==> src/rtl/burst_rom_seq.sv <==
module burst_rom_seq #(
  parameter int ADDR_W = 32,
  parameter int DATA_W = 32,
  parameter int WAIT_W = 4,
  parameter int CNT_W  = 5
) (
  input  logic              clk,
  input  logic              rst_n,
  input  logic              req_valid,
  input  logic [ADDR_W-1:0] req_addr,
  input  logic [1:0]        req_width,
  input  logic [1:0]        req_blen,
  input  logic [WAIT_W-1:0] req_waits,
  input  logic              req_nowait,
  output logic              busy,
  output logic              rom_cs_n,
  output logic              rom_rd_n,
  output logic [ADDR_W-1:0] rom_addr,
  input  logic              rom_wait,
  input  logic [DATA_W-1:0] rom_data,
  output logic              beat_valid,
  output logic [DATA_W-1:0] beat_data,
  output logic              beat_last
);

  localparam logic [WAIT_W-1:0] MIN_LATER = WAIT_W'(2);
  localparam logic [CNT_W-1:0]  ONE_BEAT  = CNT_W'(1);

  logic              active, first_q, nowait_q, dv_q, last_q;
  logic [ADDR_W-1:0] addr_q;
  logic [2:0]        step_q;
  logic [WAIT_W-1:0] wcfg_q, cnt_q;
  logic [CNT_W-1:0]  left_q;
  logic [DATA_W-1:0] data_q;

  logic [1:0]        blen_eff;
  logic [CNT_W-1:0]  beats;
  logic [2:0]        step;
  logic [WAIT_W-1:0] later_w;
  logic              accept, sample_en, stall, done_beat;

  always_comb begin
    case (req_width)
      2'd0:    blen_eff = req_blen;
      2'd1:    blen_eff = (req_blen == 2'd3) ? 2'd2 : req_blen;
      default: blen_eff = (req_blen != 2'd0) ? 2'd1 : 2'd0;
    endcase
  end

  assign beats   = (blen_eff == 2'd0) ? ONE_BEAT : (CNT_W'(2) << blen_eff);
  assign step    = (req_width == 2'd0) ? 3'd1 : (req_width == 2'd1) ? 3'd2 : 3'd4;
  assign later_w = (wcfg_q < MIN_LATER) ? MIN_LATER : wcfg_q;

  assign busy      = active | (dv_q & last_q);
  assign accept    = req_valid & ~busy;
  assign sample_en = ~nowait_q & (~first_q | (wcfg_q != '0));
  assign stall     = sample_en & rom_wait;
  assign done_beat = active & (cnt_q == '0) & ~stall;

  always_ff @(posedge clk or negedge rst_n) begin
    if (!rst_n) begin
      active   <= 1'b0;
      first_q  <= 1'b0;
      nowait_q <= 1'b0;
      dv_q     <= 1'b0;
      last_q   <= 1'b0;
      addr_q   <= '0;
      step_q   <= 3'd1;
      wcfg_q   <= '0;
      cnt_q    <= '0;
      left_q   <= '0;
      data_q   <= '0;
    end else begin
      dv_q   <= done_beat;
      last_q <= done_beat & (left_q == ONE_BEAT);
      if (done_beat) data_q <= rom_data;
      if (accept) begin
        active   <= 1'b1;
        first_q  <= 1'b1;
        nowait_q <= req_nowait;
        addr_q   <= req_addr;
        step_q   <= step;
        wcfg_q   <= req_waits;
        cnt_q    <= req_waits;
        left_q   <= beats;
      end else if (active) begin
        if (cnt_q != '0) begin
          cnt_q <= cnt_q - 1'b1;
        end else if (done_beat) begin
          if (left_q == ONE_BEAT) begin
            active <= 1'b0;
          end else begin
            addr_q  <= addr_q + ADDR_W'(step_q);
            cnt_q   <= later_w;
            first_q <= 1'b0;
            left_q  <= left_q - 1'b1;
          end
        end
      end
    end
  end

  assign rom_cs_n   = ~active;
  assign rom_rd_n   = ~active;
  assign rom_addr   = addr_q;
  assign beat_valid = dv_q;
  assign beat_data  = data_q;
  assign beat_last  = dv_q & last_q;

endmodule

==> config.mk <==
export PLATFORM = sky130hd
export DESIGN_NAME = burst_rom_seq
export DESIGN_NICKNAME = d
export VERILOG_FILES = /design/src/rtl/burst_rom_seq.sv
export SDC_FILE = /design/constraint.sdc
export NUM_CORES = 1
export LEC_CHECK = 0
export BUFFER_PORTS_ARGS = -buffer_cell sky130_fd_sc_hd__clkbuf_2
export CAP_MARGIN = 25
export CORE_AREA = 5 5 98 100
export DETAILED_ROUTE_END_ITERATION = 6
export DIE_AREA = 0 0 103 105
export PLACE_DENSITY = 0.82
export SYNTH_ARGS = -nofsm -noshare
export SYNTH_HDL_FRONTEND = slang
export SYNTH_SLANG_ARGS = --single-unit
==> constraint.sdc <==
create_clock -name clk -period 3.6 [get_ports clk]
set_clock_uncertainty 0.15 [all_clocks]
set_input_delay 0.54 -clock clk [delete_from_list [all_inputs] [get_ports clk]]
set_output_delay 0.54 -clock clk [all_outputs]
set_load 0.01 [all_outputs]
Word-level counts from Yosys, hierarchy flattened
Cells that the tools add are included.
{"block": "totals", "inputBits": 77, "word_cells": 79, "register_bits": 85}
{"block": "op_classes", "muxes": 32, "order_cmp": 1, "shift": 1, "n_reduce_logical": 11, "n_addsub": 3, "bitwise_logic": 14, "n_eq_ne": 6}
{"cell": "two-way mux 32 bit", "count": 5}
{"cell": "adder 32 x 3 -> 32 bit", "count": 1}
{"cell": "two-way mux 5 bit", "count": 6}
{"cell": "two-way mux 4 bit", "count": 6}
{"cell": "two-way mux 1 bit", "count": 11}
{"cell": "nonzero test 4 bit", "count": 2}
{"cell": "AND 1 bit", "count": 7}
{"cell": "two-way mux 3 bit", "count": 2}
{"cell": "nonzero test 2 bit", "count": 3}
{"cell": "equality test 5 x 1 -> 1 bit, second input constant", "count": 1}
{"cell": "NOT 1 bit", "count": 5}
{"cell": "<< shifter 2 x 2 -> 5 bit, first input constant", "count": 1}
{"cell": "subtractor 5 x 1 -> 5 bit, second input constant", "count": 1}
{"cell": "logical NOT 2 bit", "count": 2}
{"cell": "logical NOT 4 bit", "count": 1}
{"cell": "< comparator 4 x 2 -> 1 bit, second input constant", "count": 1}
{"cell": "!= test 2 bit, second input constant", "count": 2}
{"cell": "one-hot mux 2 bit (2 select lines)", "count": 1}
{"cell": "AND reduction 4 bit", "count": 1}
{"cell": "subtractor 4 x 1 -> 4 bit, second input constant", "count": 1}
{"cell": "!= test 3 x 2 -> 1 bit, second input constant", "count": 1}
{"cell": "AND reduction 3 bit", "count": 1}
{"cell": "nonzero test 3 bit", "count": 1}
{"cell": "equality test 2 x 1 -> 1 bit, second input constant", "count": 1}
{"cell": "other kinds (3)", "count": 4}

Logic depth before layout (Yosys ltp)
Gate-level depths: netlist of the first run.
{"block": "logic_depth", "depth_word": 10, "depth_mapped": 9, "ltp_nobuf": 7}

Least setup slack after synthesis of the first run
OpenSTA, ideal clock, no wires.
{"block": "synth_path", "path_kind": "register to register", "start": "register step_q[0]", "end": "register addr_q[28] (netlist: rom_addr[28])", "setup_ns": 0.087, "period_less_slack_ns": 2.526, "stages_incl_launch_ff": 8, "n_path_buf": 0, "t_arrival_ns": 2.290, "path_slack_ns": 1.074, "path_cell_list": "dfstp_2 ha_1 fa_1 a21oi_1 nor4_2 nand4_1 or4_1 o211ai_1"}
{"block": "synth_between", "elab_chain_cells": 6}
{"element": "start, declared", "line": "31", "text": "logic [2:0] step_q;"}
{"element": "start signal, assigned", "line": "82", "text": "step_q <= step;"}
{"element": "adder 32 x 3 -> 32 bit", "line": "93", "text": "addr_q <= addr_q + ADDR_W'(step_q);"}
{"element": "two-way mux 32 bit", "line": "90", "text": "if (left_q == ONE_BEAT) begin"}
{"element": "two-way mux 32 bit", "line": "89", "text": "end else if (done_beat) begin"}
{"element": "two-way mux 32 bit", "line": "87", "text": "if (cnt_q != '0) begin"}
{"element": "two-way mux 32 bit", "line": "86", "text": "end else if (active) begin"}
{"element": "two-way mux 32 bit", "line": "77", "text": "if (accept) begin"}
{"element": "end signal, assigned", "line": "81", "text": "addr_q <= req_addr;"}
{"element": "end signal, assigned", "line": "93"}
{"element": "end, declared", "line": "30", "text": "logic [ADDR_W-1:0] addr_q;"}
No other way between the ends. The select of a mux whose other input is x is not followed.
A chain may end at the register's enable or synchronous reset.

Worst setup path after layout of the first run
Same ends and word-level chain as after synthesis.

==> results of run 1 <==
## report_power, final
part / internal, W / switching [W] / total [W]
clock network: 0.000261 / 0.000368 / 0.000629
logic: 0.000849 / 0.000911 / 0.00176
registers: 0.00141 / 0.000424 / 0.00183
total: 0.00252 / 0.00170 / 0.00422
## state kept, by name (all words and copies together), names as in the netlist
name / count
active: 1
last_q: 1
cnt_q: 4
left_q: 5
nowait_q: 1
first_q: 1
step_q: 3
rom_addr: 32
beat_data: 32
beat_valid: 1
wcfg_q: 4
## worst max-delay path by stage
stage                        end  slack (ns)  cells after the start
floorplan           rom_addr[28]        1.07                      7
global placement    rom_addr[28]        0.62                      7
detailed placement  rom_addr[28]        0.60                      7
CTS                 rom_addr[28]        0.58                      7
global route        rom_addr[30]        0.32                      7
finish              rom_addr[28]        0.58                      7
## cells by family (layout without fill, tap and decap cells)
kind of cell    Yosys count  in the layout  synth area share, %
simple gates            157            157                 18.7
compound gates           85             85                 14.1
flops                    85             85                 49.6
buf+inv                  38            190                 3.71
mux                      35             35                 9.17
xor+xnor                 11             11                 2.25
fa+ha+maj                 8              8                 2.51
## worst register-to-register path, delay by kind of cell, from the launching register on
family	cells	cell delay [ns]
AO/OA/AOI/OAI	2	0.23
adder cells (fa/ha/maj)	2	0.41
flip-flops	1	0.54
AND/OR/NAND/NOR	3	1.61
## cells in the final DEF (no fill, tap or decap), drive strengths merged, types with 2 or more instances in the layout
master | netlist | layout
clkbuf | 10 | 153
dfrtp | 84 | 84
nand2 | 58 | 58
mux2 | 34 | 34
a21oi | 21 | 21
nor2 | 21 | 21
nand3 | 21 | 21
inv | 17 | 21
o21ai | 17 | 17
buf | 11 | 13
nand4 | 12 | 12
or4 | 10 | 10
xor2 | 9 | 9
o211ai | 8 | 8
nor3 | 8 | 8
ha | 7 | 7
or3 | 7 | 7
a31oi | 6 | 6
and2 | 6 | 6
o31a | 5 | 5
a221o | 5 | 5
o31ai | 5 | 5
o311ai | 4 | 4
a211oi | 4 | 4
nor2b | 3 | 3
a22oi | 3 | 3
nor4 | 3 | 3
nor3b | 2 | 2
a21o | 2 | 2
xnor2 | 2 | 2
clkinv | 0 | 2
## cell type report
class	count	area, um2
fill	744	3250
sequential	85	2130
multi-input combinational	296	2000
timing repair buffer	157	838
tap	108	135
clock buffer	9	124
inverter	17	63.8
clock inverter	7	56.3
## stage by stage
stage                     std cells  area [um2]  hold WS (ns)
after floorplan                 419        4290        0.0944
after global placement          662        5140         0.309
after detailed placement        662        5140         0.319
after CTS                       678        5320         0.203
after global routing            679        5350        0.0368
final                           679        5350       0.00926
## layer usage
layer | global-route usage (%) | wire, um
met3 | 4.20 | 998
met1 | 26.7 | 4650
met5 | 0 | 0
met2 | 32.8 | 5190
met4 | 6.57 | 140
==> results_dict.tcl, run 1 <==
set metrics [dict create \
    hold_violations 0 \
    drive_above_1_share_pct 38.0 \
    finalMaxSlewViolations 0 \
    r2r-start "step_q[0]" \
    routed_wl_mm 11.0 \
    synth-edff-count 0 \
    hold_class "in -> async" \
    synth_common_cells "84 x dfrtp_1, 58 x nand2_1, 34 x mux2_2" \
    gp_congestion 0.891 \
    grt_pass1_vias 3854 \
    antenna_found_initial 0 \
    vias_per_cell 5.64 \
    synth.most_common_cell "dfrtp_1" \
    critical_path.max_stage_delay_ns 0.58 \
    start_util_pct 49.9 \
    final_util_pct 62.2 \
    netlist_top_cells_area "dfrtp_1 49%, mux2_2 8.9%, nand2_1 5.1%" \
    path_class "reg -> reg" \
    grt_overflow_total 0 \
    cts_resized 0 \
    dp_hpwl_mm 8.39 \
    tns_ns 0 \
    setup_ws_ns 0.585 \
    crit_buf_inv 0 \
    cpLargestDelayFamily "simple AND/OR/NAND/NOR gates" \
    slowest_stage "or4_1" \
    clock_sinks 85 \
    r2r-end "rom_addr[28]" \
    period_share_pct 83.8 \
    ys_seq_elements 85 \
    placementRows 34 \
    power_w 0.00422 \
    ant_nets 0 \
    synth_cell_types 51 \
    syn_area_um2 4290 \
    grt_max_degree 86 \
    cts_buffer_depth 2 \
    grt_setup_unrepaired "no" \
    cts_max_level 3 \
    finalSetupViolCount 0 \
    cts_setup_buffers 0 \
    reg2reg_slack_ns 0.58 \
    cap_violations 0 \
    reg2regPathDepth 7 \
    path_max_fanout 10 \
    cts_root_buffer "clkbuf_8" \
    startpoint_type "flop" \
    top_level_ports 146 \
    worstMarginPinSlew_ns 0.852 \
    avgSynthCellArea_um2 10.2 \
    synth_cells 419 \
    relSlewSlack_pct 43.1 \
    vias 3829 \
    async_reset_ff_share_pct 100 \
    clkSlewWorstSetupHoldPaths_ns 0.09 \
    cts_hold_buf 0 \
    crit_chain "ha_1 > fa_1 > a21oi_1 > nor4_2 > nand4_1 > or4_1 > o211ai_1" \
    synthesis.nets 504 \
    preCtsSetupSlack_ns 0.605 \
    clk_latency_ns 0.34 \
    status "complete, no violations" \
    portBuffers 145 \
    startpoint "step_q[0]" \
    end_kind "flop" \
    cts_tree "built" \
    peakVddDrop_uv 349 \
    grt_first_pass_wirelength_mm 17.7 \
    p_per_area_nw_per_um2 789 \
    drt_iter0_drc 175 \
    synth_top_cell_area_share_pct 49.0 \
    gr-usage-all-layers_pct 20.1 \
    cts_buffers 9 \
    synth_top_cell_by_area "dfrtp_1" \
    syn_to_final_growth_pct 24.7 \
    die_width_um 103 \
    yosysSeqAreaShare_pct 49.6 \
    arrival_ns 3.13 \
    drc 0 \
    routedWlPerCell_um 16.2 \
    die_h_um 105 \
    p_leak_nw 2.53 \
    fin_nets 651 \
    dr.pass1.iters 5 \
    ys.flop_type "dfrtp_1" \
    core_um2 8590 \
    fmax_ghz 0.332 \
    diodes 0 \
    fin_crit_ns 3.02 \
    die_area_um2 10800 \
    critPathRequiredTime_ns 3.72 \
    synth_warnings 0 \
]
Note: power is estimated with default switching activity, not from simulation.
==> run 2, diff against run 1 <==
- ABC_AREA: unset -> 1
- CORE_AREA: 5 5 98 100 -> 5 5 109 111
- DIE_AREA: 0 0 103 105 -> 0 0 114 116
- PLACE_DENSITY: 0.82 -> 0.77
- clock period: 3.6 -> 2.52 ns (I/O delays scaled with it)
==> results_dict.tcl, run 2 <==
set metrics [dict create \
    placementRows 38 \
    worstMarginPinSlew_ns 0.516 \
    cts_buffers 9 \
    cap_violations 0 \
    synth_warnings 0 \
    p_sw_share_pct 42.6 \
    die_width_um 114 \
    relSlewSlack_pct 65.6 \
    hold_violations 0 \
    routedWlPerCell_um 13.0 \
    fillers 1092 \
    grt_max_degree 63 \
    critical_path.max_stage_delay_ns 0.45 \
    synthesis.nets 794 \
    fin_nets 935 \
    combPwrFrac_pct 42.8 \
    power_switching_w 0.00265 \
    clkPwrFrac_pct 16.8 \
    synth-edff-count 0 \
    cts_tree "built" \
    path_max_fanout 29 \
    start_util_pct 45.9 \
    dr.pass1.iters 5 \
    die_h_um 116 \
    crit_chain "inv_1 > ha_1 > nand3_4 > nor2_4 > nand3_4 > inv_2 > nand3_1 > nand3_1" \
    path_class "reg -> reg" \
    synth_common_cells "352 x nand2_1, 84 x dfrtp_1, 70 x nand3_1" \
    seq_power_share_pct 40.4 \
    status "complete, no violations" \
    final_cell_mix "352 x nand2_1, 144 x clkbuf_2, 84 x dfrtp_1, 70 x nand3_1, 57 x nor2_1" \
    async_reset_ff_share_pct 100 \
    synth_top_cell_by_area "dfrtp_1" \
    die_area_um2 13200 \
    synth_cell_types 32 \
    ys.flop_type "dfrtp_1" \
    startpoint_type "flop" \
    cts_setup_buffers 0 \
    ys_seq_elements 85 \
    hold_class "in -> reg" \
    clkSlewWorstSetupHoldPaths_ns 0.09 \
    clock_sinks 85 \
    whs_ns 0.0485 \
    fin_crit_ns 2.12 \
    intPower_w 0.00357 \
    tns_ns 0 \
    drt_iter0_drc 235 \
    cts_root_buffer "clkbuf_8" \
    drc 0 \
    antenna_found_initial 0 \
    dp_hpwl_mm 9.93 \
    portBuffers 145 \
    clk_latency_ns 0.36 \
    synth.most_common_cell "nand2_1" \
    cts_max_level 3 \
    setup_ws_ns 0.402 \
    cpLargestDelayFamily "simple AND/OR/NAND/NOR gates" \
    r2r-start "cnt_q[0]" \
    syn_area_um2 4910 \
    cts_hold_buf 1 \
    diodes 0 \
    grt_overflow_total 0 \
    netlist_top_cells_area "dfrtp_1 43%, nand2_1 27%, nand3_1 7.1%" \
    synth_top_cell_area_share_pct 42.8 \
    instances_no_fill 995 \
    end_kind "flop" \
    drive_above_1_share_pct 21.4 \
    syn_to_final_growth_pct 21.0 \
    slowest_stage "inv_2" \
    vias 4774 \
    synth_cells 709 \
    dp_cells 978 \
    ant_nets 0 \
    gr-usage-all-layers_pct 20.5 \
    grt_first_pass_wirelength_mm 21.6 \
    startpoint "cnt_q[0]" \
    cts_buffer_depth 2 \
    vias_per_cell 4.80 \
    finalSetupViolCount 0 \
    final_common_cell "nand2_1" \
    fmax_ghz 0.472 \
    avgSynthCellArea_um2 6.92 \
    grt_pass1_vias 4690 \
    period_share_pct 84.0 \
    top_level_ports 146 \
    routed_wl_mm 12.9 \
    cts_resized 0 \
    preCtsSetupSlack_ns 0.419 \
    gp_congestion 0.910 \
    p_per_area_nw_per_um2 1050 \
    crit_buf_inv 2 \
    yosysSeqAreaShare_pct 43.4 \
    p_leak_nw 3.30 \
    grt_setup_unrepaired "no" \
    critPathRequiredTime_ns 2.66 \
    core_um2 10700 \
    finalMaxSlewViolations 0 \
    peakVddDrop_uv 652 \
    arrival_ns 2.26 \
    min_from "req_width[1]" \
]
==> run 2: metrics by stage <==
stage	cell area (um2)	utilization [%]	total power (W)
2_1_floorplan	4910	-	0.00428
3_3_place_gp	5720	53.5	0.00515
6_report	5940	55.5	0.00623
4_1_cts	5940	55.5	0.00630
5_1_grt	5940	55.5	0.00681
3_5_place_dp	5720	53.5	0.00524
==> run 2: cell type report <==
type / instances / area [um2] / share of cell area, %
Tap cell: 140 / 175 / 2.95
Clock buffer: 12 / 135 / 2.28
Timing Repair Buffer: 151 / 788 / 13.3
Sequential cell: 85 / 2130 / 35.8
Clock inverter: 4 / 72.6 / 1.22
Inverter: 58 / 220 / 3.71
Multi-Input combinational cell: 545 / 2420 / 40.7
==> run 2: worst register-to-register path, stage by stage (launching register included) <==
cell and delay (ns):
dfrtp_1 0.41, inv_1 0.10, ha_1 0.24, nand3_4 0.11, nor2_4 0.13, nand3_4 0.21
inv_2 0.45, nand3_1 0.16, nand3_1 0.10
==> run 2: cell families (layout without fill, tap and decap cells) <==
family                     count (synthesis)  in the layout  synth area share (%)
AOI/OAI and AO/OA                         22             22                  2.52
xor gates and xnor gates                  12             12                  2.14
adders and majority gates                  8              8                  2.19
buffers and inverters                     79            225                  7.34
DFF                                       85             85                  43.4
and+or+nand+nor                          503            503                  42.4
==> run 2: metal layers <==
| metal | GRT usage (%) | wire length [um] | vias up |
|---|---|---|---|
| li1 | - | - | 2473 |
| met4 | 8.23 | 195 | 0 |
| met3 | 5.59 | 1160 | 15 |
| met1 | 26.4 | 5610 | 2111 |
| met5 | 0 | 0 | - |
| met2 | 32.7 | 5950 | 175 |
==> run 2: power by group through the flow <==
stage               Combinational (W)  Clock, W  Sequential, W
finish                        0.00267   0.00105        0.00252
global route                  0.00307   0.00113        0.00261
CTS                           0.00271   0.00107        0.00251
detailed placement            0.00272         0        0.00252
global placement              0.00263         0        0.00253
floorplan                     0.00168         0        0.00261
==> run 2: worst paths after layout <==
| kind | to | slack (ns) | cells after the start |
|---|---|---|---|
| setup / recovery | rom_addr[17] | 0.40 | 8 |
| hold / removal | step_q[0] | 0.05 | 2 |
| setup reg to reg | rom_addr[17] | 0.40 | 8 |
| max in group asynchronous | beat_data[14] | 1.27 | 3 |
| min in group asynchronous | rom_addr[1] | 0.31 | 2 |
| hold reg to reg | nowait_q | 0.33 | 2 |
==> run 3, diff against run 2 <==
- CORE_AREA: 5 5 109 111 -> 5 5 104 106
- DIE_AREA: 0 0 114 116 -> 0 0 109 111
- PLACE_DENSITY: 0.77 -> 0.81
- clock period: 2.52 -> 1.95 ns (I/O delays scaled with it)
==> results_dict.tcl, run 3 (synthesis gave the netlist of run 2 again) <==
set metrics [dict create \
    p_per_area_nw_per_um2 1270 \
    clock_sinks 85 \
    clkSlewWorstSetupHoldPaths_ns 0.09 \
    grt_max_degree 34 \
    top_layer_used "met4" \
    startpoint "rom_addr[0]" \
    crit_chain "ha_4 > fa_2 > nand3_2 > nand2_4 > buf_4 > buf_4 > xor2_1 > nand2_1 > nand3_1" \
    drt_iter0_drc 236 \
    r2r-start "rom_addr[0]" \
    final_cell_mix "346 x nand2_1, 144 x clkbuf_2, 83 x dfrtp_1, 64 x nand3_1, 53 x nor2_1" \
    crit_top_cell "buf_4" \
    dp_cells 980 \
    cts_root_buffer "clkbuf_8" \
    period_share_pct 99.9 \
    end_kind "flop" \
    finalSetupViolCount 0 \
    ant_nets 0 \
    path_class "reg -> reg" \
    wl_met3_mm 1.19 \
    grt_first_pass_wirelength_mm 23.4 \
    top_level_ports 146 \
    grt_pass1_vias 5058 \
    dr.pass1.iters 5 \
    syn_to_final_growth_pct 32.8 \
    min_from "req_addr[3]" \
    cts_buffers 9 \
    whs_ns 0.00763 \
    peakVddDrop_uv 769 \
    status "complete, no violations" \
    cts_tree "built" \
    antenna_found_initial 0 \
    vias_per_cell 4.98 \
    die_area_um2 12100 \
    grt_setup_unrepaired "yes" \
    cts_max_level 3 \
    gr-usage-all-layers_pct 23.8 \
    diodes 0 \
    fmax_ghz 0.513 \
    hold_class "in -> reg" \
    worstMarginPinSlew_ns 0.368 \
    instances_no_fill 1037 \
    routed_wl_mm 14.3 \
    reg2regPathDepth 9 \
    critPathRequiredTime_ns 2.04 \
    design_area_um2 6520 \
    drive_above_1_share_pct 24.3 \
    final_common_cell "nand2_1" \
    fillers 828 \
    grt_overflow_total 0 \
    intPower_w 0.00458 \
    seq_power_share_pct 39.7 \
    die_h_um 111 \
    power_switching_w 0.00371 \
    start_util_pct 50.7 \
    routedWlPerCell_um 13.8 \
    power_w 0.00829 \
    final-seq-area_um2 2130 \
    placementRows 36 \
    wl_met2_mm 6.87 \
    gp_congestion 0.942 \
    clkPwrFrac_pct 13.9 \
    core_um2 9680 \
    slowest_stage "dfrtp_1" \
    cts_buffer_depth 2 \
    critical_path.max_stage_delay_ns 0.42 \
    wl_met1_mm 5.94 \
    portBuffers 145 \
    path_max_fanout 4 \
    finalMaxSlewViolations 0 \
    cap_violations 0 \
    multi_input_area_um2 2560 \
    p_sw_share_pct 44.7 \
    combPwrFrac_pct 46.4 \
    place_area_um2 5810 \
    drc 0 \
    hold_violations 0 \
    relSlewSlack_pct 75.5 \
    reg2reg_slack_ns 0.002 \
    vias 5168 \
    arrival_ns 2.04 \
    dp_hpwl_mm 10.0 \
    clk_latency_ns 0.35 \
    fin_crit_ns 1.95 \
    startpoint_type "flop" \
    fin_nets 984 \
    die_width_um 109 \
    p_leak_nw 3.53 \
    hold_depth 3 \
]
## run 3: cell count changes in the layout (fill, tap and decap cells not counted), moves of 4 or more
cell,previous run,this run
buf_4,5,14
dlygate4sd3_1,1,38
nand2_1,352,346
nand3_1,70,64
nand3_2,1,7
nor2_1,57,53
## run 3: power by group through the flow
stage          sequential [W]  clock [W]  combinational, W
6_report              0.00329    0.00115           0.00385
3_3_place_gp          0.00326          0           0.00349
2_1_floorplan         0.00337          0           0.00216
5_1_grt               0.00339    0.00125           0.00438
3_5_place_dp          0.00325          0           0.00363
4_1_cts               0.00325    0.00117           0.00369
## run 3: metal layers
metal,up-vias,GRT usage (%)
li1,2573,-
met1,2360,30.3
met2,213,39.8
met3,22,5.88
met4,0,6.99
met5,-,0
## run 3: per-stage QoR
step           util, %  worst slack [ns]    TNS, ns
2_1_floorplan        -            0.0706          0
3_3_place_gp      59.9          -0.00265   -0.00265
3_5_place_dp      59.9           -0.0537     -0.137
4_1_cts           65.9         -0.000631  -0.000631
5_1_grt           67.3           -0.0663     -0.459
6_report          67.3           0.00241          0
## run 3: final cells by class
class,count,area share [%]
Sequential cell,85,32.7
Inverter,58,3.38
Clock buffer,9,1.90
Clock inverter,7,0.787
Multi-Input combinational cell,546,39.3
Timing Repair Buffer,199,19.4
Tap cell,133,2.55
## run 3: worst paths after layout
| check | end |
|---|---|
| setup reg to reg | rom_addr[4] |
| hold / removal | rom_addr[3] |
| hold reg to reg | first_q |
| min in group asynchronous | rom_addr[0] |
| setup / recovery | rom_addr[4] |
| max in group asynchronous | beat_data[18] |
## run 3: repair_timing
action	CTS	global route
gates cloned	0	1
hold buffers	38	0
pin swaps	0	12
resized for setup	6	28
hold endpoints to repair	60	0
endpoints found under the setup margin	10	44
buffers inserted	0	2
## run 3: critical path, delay by kind of cell, from the launching register on
kind                     cells  cell delay, ns
adder cells (fa/ha/maj)      2            0.56
buffers and inverters        2            0.26
AND/OR/NAND/NOR              4            0.34
flip-flops                   1            0.42
XOR/XNOR                     1            0.13
